--- config.mk ---
export PLATFORM = sky130hd
export DESIGN_NAME = xpt_switch
export DESIGN_NICKNAME = d
export VERILOG_FILES = /design/src/rtl/xpt_pkg.sv /design/src/rtl/xpt_prog_bank.sv /design/src/rtl/xpt_cfg_bank.sv /design/src/rtl/xpt_lane_mux.sv /design/src/rtl/xpt_switch.sv
export SDC_FILE = /design/constraint.sdc
export NUM_CORES = 1
export LEC_CHECK = 0
export ABC_AREA = 1
export BUFFER_PORTS_ARGS = -buffer_cell sky130_fd_sc_hd__buf_4
export CAP_MARGIN = 20
export CORE_MARGIN = 10
export CORE_UTILIZATION = 55
export DETAILED_ROUTE_END_ITERATION = 7
export PLACE_DENSITY = 0.82
export SETUP_SLACK_MARGIN = 0.02
export SKIP_CTS_REPAIR_TIMING = 1
export SLEW_MARGIN = 20
export SYNTH_ARGS = -nofsm -noshare
export SYNTH_HDL_FRONTEND = slang
export SYNTH_SLANG_ARGS = --single-unit
--- constraint.sdc ---
create_clock -name clk -period 7.1 [get_ports clk]
set_input_delay 1.065 -clock clk [delete_from_list [all_inputs] [get_ports clk]]
set_output_delay 1.065 -clock clk [all_outputs]
set_load 0.05 [all_outputs]
--- src/rtl/xpt_pkg.sv ---
package xpt_pkg;

  // Action that applies to both routing ranks in the current cycle.
  typedef enum logic [1:0] {
    ACT_IDLE   = 2'd0,
    ACT_PRESET = 2'd1,
    ACT_UPDATE = 2'd2
  } bank_act_e;

endpackage

--- src/rtl/xpt_prog_bank.sv ---
module xpt_prog_bank
  import xpt_pkg::*;
#(
  parameter int N_PORTS = 16,
  parameter int SEL_W   = 4
) (
  input  logic                     clk,
  input  logic                     rst_n,
  input  bank_act_e                act,
  input  logic                     load,
  input  logic [SEL_W-1:0]         out_sel,
  input  logic [SEL_W-1:0]         in_sel,
  output logic [N_PORTS*SEL_W-1:0] prog_flat
);

  localparam int FLAT_W = N_PORTS * SEL_W;

  function automatic logic [FLAT_W-1:0] make_ident();
    logic [FLAT_W-1:0] v;
    v = '0;
    for (int k = 0; k < N_PORTS; k++) v[k*SEL_W +: SEL_W] = SEL_W'(k);
    return v;
  endfunction

  localparam logic [FLAT_W-1:0] IDENT = make_ident();

  logic [FLAT_W-1:0] prog_q, prog_d;
  logic              prog_en;

  // Next state: preset reloads the identity map, otherwise one entry is written.
  always_comb begin
    prog_d  = prog_q;
    prog_en = 1'b0;
    if (act == ACT_PRESET) begin
      prog_d  = IDENT;
      prog_en = 1'b1;
    end else if (act == ACT_UPDATE && load) begin
      prog_en = 1'b1;
      for (int k = 0; k < N_PORTS; k++) begin
        if (out_sel == SEL_W'(k)) prog_d[k*SEL_W +: SEL_W] = in_sel;
      end
    end
  end

  always_ff @(posedge clk or negedge rst_n) begin
    if (!rst_n)       prog_q <= IDENT;
    else if (prog_en) prog_q <= prog_d;
  end

  assign prog_flat = prog_q;

endmodule

--- src/rtl/xpt_cfg_bank.sv ---
module xpt_cfg_bank
  import xpt_pkg::*;
#(
  parameter int N_PORTS = 16,
  parameter int SEL_W   = 4
) (
  input  logic                     clk,
  input  logic                     rst_n,
  input  bank_act_e                act,
  input  logic                     configure,
  input  logic [N_PORTS*SEL_W-1:0] prog_flat,
  output logic [N_PORTS*SEL_W-1:0] cfg_flat
);

  localparam int FLAT_W = N_PORTS * SEL_W;

  logic [FLAT_W-1:0] cfg_q, cfg_d;
  logic              cfg_en;

  // Broadcast on preset; otherwise copy the whole staging rank on commit.
  always_comb begin
    cfg_d  = cfg_q;
    cfg_en = 1'b0;
    if (act == ACT_PRESET) begin
      cfg_d  = '0;
      cfg_en = 1'b1;
    end else if (act == ACT_UPDATE && configure) begin
      cfg_d  = prog_flat;
      cfg_en = 1'b1;
    end
  end

  always_ff @(posedge clk or negedge rst_n) begin
    if (!rst_n)      cfg_q <= '0;
    else if (cfg_en) cfg_q <= cfg_d;
  end

  assign cfg_flat = cfg_q;

endmodule

--- src/rtl/xpt_lane_mux.sv ---
module xpt_lane_mux #(
  parameter int N_PORTS = 16,
  parameter int SEL_W   = 4
) (
  input  logic               clk,
  input  logic               rst_n,
  input  logic [N_PORTS-1:0] din,
  input  logic [SEL_W-1:0]   sel,
  output logic               q
);

  logic q_d, q_r;

  always_comb q_d = din[sel];

  always_ff @(posedge clk or negedge rst_n) begin
    if (!rst_n) q_r <= 1'b0;
    else        q_r <= q_d;
  end

  assign q = q_r;

endmodule

--- src/rtl/xpt_switch.sv ---
module xpt_switch
  import xpt_pkg::*;
#(
  parameter int N_PORTS = 16
) (
  input  logic                       clk,
  input  logic                       rst_n,
  input  logic [N_PORTS-1:0]         din,
  input  logic [$clog2(N_PORTS)-1:0] out_sel,
  input  logic [$clog2(N_PORTS)-1:0] in_sel,
  input  logic                       load,
  input  logic                       configure,
  input  logic                       preset,
  output logic [N_PORTS-1:0]         dout
);

  localparam int SEL_W  = $clog2(N_PORTS);
  localparam int FLAT_W = N_PORTS * SEL_W;

  logic [1:0]        rst_pipe;
  logic              rst_sync_n;
  bank_act_e         act;
  logic [FLAT_W-1:0] prog_flat;
  logic [FLAT_W-1:0] cfg_flat;

  // Reset is asserted at once and released after two clock edges.
  always_ff @(posedge clk or negedge rst_n) begin
    if (!rst_n) rst_pipe <= 2'b00;
    else        rst_pipe <= {rst_pipe[0], 1'b1};
  end
  assign rst_sync_n = rst_pipe[1];

  always_comb begin
    if (preset)                 act = ACT_PRESET;
    else if (load || configure) act = ACT_UPDATE;
    else                        act = ACT_IDLE;
  end

  xpt_prog_bank #(.N_PORTS(N_PORTS), .SEL_W(SEL_W)) u_prog (
    .clk       (clk),
    .rst_n     (rst_sync_n),
    .act       (act),
    .load      (load),
    .out_sel   (out_sel),
    .in_sel    (in_sel),
    .prog_flat (prog_flat)
  );

  xpt_cfg_bank #(.N_PORTS(N_PORTS), .SEL_W(SEL_W)) u_cfg (
    .clk       (clk),
    .rst_n     (rst_sync_n),
    .act       (act),
    .configure (configure),
    .prog_flat (prog_flat),
    .cfg_flat  (cfg_flat)
  );

  for (genvar k = 0; k < N_PORTS; k++) begin : g_lane
    xpt_lane_mux #(.N_PORTS(N_PORTS), .SEL_W(SEL_W)) u_lane (
      .clk   (clk),
      .rst_n (rst_sync_n),
      .din   (din),
      .sel   (cfg_flat[k*SEL_W +: SEL_W]),
      .q     (dout[k])
    );
  end

endmodule

; After elaboration in Yosys (flattened, before gate mapping)
; Index checks and enable logic that the tools add are counted.
[op_classes]
n_lt_le_gt_ge = 16
n_mux = 58
n_eq_ne = 17
reduce_logical = 39
[op_table]
columns = cell, n
row1 = $mux W64, 4
row2 = $lt A4 B5 Y1 const B, 16
row3 = $bmux W1 S4, 16
row4 = $mux W4, 16
row5 = $reduce_and A3 Y1, 16
row6 = $reduce_bool A2 Y1, 18
row7 = $eq A4 B4 Y1 const B, 8
row8 = $mux W1, 20
row9 = $eq A4 B3 Y1 const B, 4
row10 = $eq A4 B2 Y1 const B, 2
row11 = $eq A4 B1 Y1 const B, 1
row12 = $logic_not A4 Y1, 1
row13 = $mux W2, 2
row14 = $eq A2 B1 Y1 const B, 1
row15 = $eq A2 B2 Y1 const B, 1
row16 = $logic_and A1 B1 Y1, 2
row17 = $reduce_and A2 Y1, 1
row18 = $logic_or A1 B1 Y1, 1
[word_totals]
inputBits = 29
register_bits = 146

; Depth between registers and ports, before layout
[logic_depth]
word_depth = 8
mapped_depth = 7
ltp_nobuf = 6

; By module
; From an unflattened synthesis, not the netlist that was laid out.
[hier_totals]
hier_cells = 1475
area_unflattened_um2 = 9988.3
[modules_own_cells]
columns = mod, area_per_inst_um2, instances, seq_area_each_um2, cells_per_inst
row1 = xpt_lane_mux, 252.7, 16, 25.0, 51
row2 = xpt_prog_bank, 3019.1, 1, 1641.6, 361
row3 = xpt_cfg_bank, 2864.0, 1, 1601.5, 293
row4 = xpt_switch, 61.3, 1, 50.0, 5

; Least setup slack after synthesis
; No wires, ideal clock.
[synth_timing]
path_kind = input-to-reg
from = input port preset
to = register u_prog.prog_q[52] (netlist: u_prog.prog_flat[52])
cell_stages = 6
required_time_ns = 7.015
setup_slack_ns = 5.167
arrival_ns = 1.848
path_cell_list = buf_4 -> inv_6 -> buf_6 -> nand2_1 -> nand2_1 -> o21ai_0
[synth_via]
elab_chain_cells = 6
elab_cells_between_ends = 10
classes_between = eq/ne: 2 / mux: 4 / reduce/logical: 4
[synth_rtl]
columns = item, line_no
row1 = from (decl), xpt_switch.sv:13  ; input logic preset,
row2 = $mux W2 *, xpt_switch.sv:34  ; if (preset) act = ACT_PRESET;
row3 = $eq A2 B2 Y1, xpt_prog_bank.sv:37  ; end else if (act == ACT_UPDATE && load) begin
row4 = $logic_and A1 B1 Y1, xpt_prog_bank.sv:37
row5 = $mux W1, xpt_prog_bank.sv:37
row6 = $mux W1, xpt_prog_bank.sv:34  ; if (act == ACT_PRESET) begin
row7 = $reduce_and A3 Y1 (no line), --
row8 = to (signal assigned), xpt_prog_bank.sv:47  ; else if (prog_en) prog_q <= prog_d;
row9 = to (decl), xpt_prog_bank.sv:27  ; logic [FLAT_W-1:0] prog_q, prog_d;
; Mark *: on every way between the ends. The rest lies on a longest branch, timed or not.
; A chain may end at the register's enable or synchronous reset.

; Final worst setup path
[layout_timing]
from = input port din[5]
to = register g_lane[0].u_lane.q_r
[layout_via]
elab_chain_cells = 2
[layout_rtl]
columns = item, line_no
row1 = from (decl), xpt_switch.sv:8  ; input logic [N_PORTS-1:0] din,
row2 = $bmux W1 S4, xpt_lane_mux.sv:14  ; always_comb q_d = din[sel];
row3 = $mux W1 (not written as such), xpt_lane_mux.sv:14
row4 = net g_lane[0].u_lane.q_d, xpt_lane_mux.sv:12  ; logic q_d, q_r;
row5 = to (signal assigned), xpt_lane_mux.sv:18  ; else q_r <= q_d;
row6 = to (decl), xpt_lane_mux.sv:12
; The timed path passes the listed nets, and every way through them passes these cells. The select of a mux whose other input is x is not followed.

==> parameters.txt <==
Parameter                              Value

Outcome
  Outcome ... complete, no violations

Timing
  Final period demand of the worst path ... ~2.1 ns
  Total negative setup slack ... 0 ns
  Setup Viol. Count Final ... 0
  Achievable clock frequency ... 0.4707 GHz
  Max Slew Vio Count ... 0
  Headroom to the max-slew limit ... between 30% and 40%
  Clock skew after layout ... roughly 0.0065 ns
  Final Hold Violating Endpoints ... 0
  Worst Hold Margin ... roughly 0.35 ns
  Unrepaired setup endpoints after global routing ... no
  Pin slew with the least headroom to its limit ... just over 1 ns
  Ratio of final minimum period to clock period ... 29.92%

Yosys
  Share of the synthesized area in the top cell type ... between 30% and 40%
  Largest cells by area after synthesis ... dfrtp_1, nand2_1, nand3_1
  Sequential cell area fraction in the yosys report ... 45.36%
  Number of synthesized flops with an enable pin ... 0
  Post-synth design cell area ... ~8100 um2
  Ranking of synthesized cells by instance count ... nand2_1, nand3_1, inv_1
  Avg Inst Size Synth ... 7.349 um2
  Synth area leader ... dfrtp_1
  Most frequent cell after synthesis ... nand2_1
  Post-Syn Nets ... 1,137
  YS warnings ... 0
  Number of synthesized register bits ... 146
  Main synth FF type ... dfrtp_1
  Proportion of register bits with asynchronous set or reset after synthesis ... between 90% and 100%
  Number of distinct library cells after synthesis ... 22
  Gate count of the mapped netlist ... between 1,000 and 1,500

Floorplanning
  Effective utilization at floorplan ... a little under three fifths
  Cell Rows ... 44
  Die ar. ... approximately 20,000 um2
  Die X-Extent ... roughly 140 um
  Placeable core region ... between 10,000 and 15,000 um2
  Die height ... ~140 um
  Number of I/O pins ... 45

Worst setup path
  Crit-path max FO ... 16
  Worst reg2reg path endpoint ... u_cfg.cfg_flat[46]$_DFFE_PN0P_
  Slowest cell delay on critical path ... 0.67 ns
  Launch point of the worst reg-to-reg path ... rst_pipe[1]$_DFF_PN0_
  Slowest cell on the critical path ... inv_1
  Reg2reg setup slack ... a little over 5 ns
  Element type at the critical path end ... register
  Number of cells on the worst reg-to-reg path ... 1
  Start-to-end type of the worst setup path ... input pin to register
  WP data arrival ... around 2.4 ns
  Cell family with most CP delay ... buffers and inverters
  Worst Setup EP ... g_lane[0].u_lane.q$_DFF_PN0_
  Crit-path cells ... buf_4, inv_1, nand2_1, nand3_1, nand3_1, nand3_1, nand2_1
  Most prevalent standard cell on the critical path ... nand3_1
  Bufs and invs on worst path ... 2
  CP startpoint kind ... input pin
  WP data required ... about 7.4 ns
  Stages on worst setup path ... 7
  Critical Path Source ... din[5]

Detailed routing
  Violation count after the first detailed-route iteration ... approximately 1,100
  Detailed route wirelength on metal3 ... ~2.5 mm
  Average wire per standard cell ... 17.71 um
  Overall routed net length ... ~23 mm
  First-pass DRT Iterations ... 8
  Vias after detailed routing ... slightly below 8,000
  Post-route met1 wirelength ... about 9.2 mm
  Top layer in use ... met4
  Final routed DRC violation total ... 0
  Amount of wire on met2 after detailed routing ... about 10 mm
  Mean number of vias per cell ... 5.920
  Count of antenna-violating nets left after detailed routing ... 0

Clocking
  Clock insertion delay at the later pin of the skew report ... about 0.43 ns
  H-tree level count ... 4
  Clock transition at the registers of the reported paths ... approximately 0.06 ns
  CTS buffer count ... 17
  TritonCTS Sinks ... approximately 150
  Root cell of the clock tree ... clkbuf_16
  Buffer levels on the longest clock path ... 2
  CTS tree ... built

Final layout
  Non-filler cells in the finished layout ... roughly 1,300
  Number of diodes ... 0
  Layout cells sized above 1 ... approximately an eighth
  Layout Nets ... 1,139
  Sequential cell area ... about 3700 um2
  Area added between synthesis and finish ... 10.83%
  Area of the multi-input gates ... about 3500 um2
  Fill cell count ... 1,234
  Share of the core filled with cells in the final layout ... between 60% and 70%

Power and ir drop
  Total leakage power ... between 4 and 5 nW
  Power density over cell area ... 256.9 nW/um2
  Highest ir drop seen on vdd ... about 180 uV

Placement
  Global placement routability congestion ... between 0.8 and 0.9
  HPWL after detailed placement ... between 10 and 15 mm
  Total placed cells including tap cells ... around 1,300
  Number of port buffers ... 44

GRT
  Overall routing resource usage ... between 20% and 30%
  Residual overflow from global routing ... 0
  First-pass GRT wire length ... 36.71 mm
  Via count of the first global-routing pass ... between 7,000 and 8,000
  Maximum number of pins on one net before global-route repair ... between 80 and 90
  Initial antenna violation count ... 0

Flow run
  Number of maximum-capacitance violations ... 0

Worst hold path
  HP Class ... register to register
==> final cells by class <==
| class | count | area share [%] |
|---|---|---|
| Clock buffer | 20 | 5.060 |
| Clock inverter | 12 | 1.996 |
| Inverter | 155 | 6.502 |
| Multi-Input combinational cell | 744 | 39.10 |
| Sequential cell | 146 | 40.97 |
| Tap cell | 184 | 2.551 |
| Timing Repair Buffer | 46 | 3.826 |
==> flip-flops by register name, indices dropped and copies added, names as in the netlist <==
signal,cells
u_cfg.cfg_flat,64
rst_pipe,2
u_prog.prog_flat,64
g_lane.u_lane.q,16
==> metal layers <==
layer | track usage (%) | vias up
li1 | - | 3581
met4 | 12.86 | 0
met2 | 34.60 | 473
met3 | 6.342 | 95
met5 | 0 | -
met1 | 28.97 | 3588
==> how the worst min path moves through the flow <==
stage,slack [ns],to,startpoint,cells after the start
2_1_floorplan,0.33,rst_pipe[1]$_DFF_PN0_,rst_pipe[0]$_DFF_PN0_,0
3_3_place_gp,0.34,rst_pipe[1]$_DFF_PN0_,rst_pipe[0]$_DFF_PN0_,0
3_5_place_dp,0.34,rst_pipe[1]$_DFF_PN0_,rst_pipe[0]$_DFF_PN0_,0
4_1_cts,0.36,rst_pipe[1]$_DFF_PN0_,rst_pipe[0]$_DFF_PN0_,0
5_1_grt,0.36,rst_pipe[1]$_DFF_PN0_,rst_pipe[0]$_DFF_PN0_,0
6_report,0.35,rst_pipe[1]$_DFF_PN0_,rst_pipe[0]$_DFF_PN0_,0
==> cells by family after synthesis <==
group / after synthesis / synth area share, %
and+or+nand+nor: 601 / 31.99
buffers and inverters: 218 / 11.40
DFF: 146 / 45.36
AOI/OAI and AO/OA: 142 / 11.20
other: 1 / 0.04605
==> power breakdown <==
group / switching (mW) / internal [mW]
registers: 0.0454 / 0.911
logic: 0.275 / 0.117
clock network: 0.362 / 0.607
==> metrics by stage <==
| step | setup WS [ns] | instance area (um2) | total power [mW] |
|---|---|---|---|
| global placement | 4.402 | 8383 | 1.343 |
| CTS | 4.754 | 9020 | 2.314 |
| detailed placement | 4.307 | 8383 | 1.354 |
| finish | 4.975 | 9025 | 2.318 |
| global route | 4.831 | 9025 | 2.402 |
| floorplan | 2.787 | 8143 | 1.262 |
==> cell usage in the layout (no fill, tap or decap), types with 2 or more instances in the layout <==
master and n:
nand3_4 4, clkbuf_8 2, bufinv_16 4, inv_6 2, dfrtp_1 113, o21ai_0 72, o21ai_2 3, inv_1 138
nor2_1 15, nand2_1 348, clkinv_1 16, o21ai_4 11, buf_4 46, a21oi_1 2, nand3_1 231, clkinvlp_4 5
dfstp_2 32, clkbuf_16 17, nor2_2 2, o22ai_1 53
No activity file was read; power rests on OpenSTA's default activity.
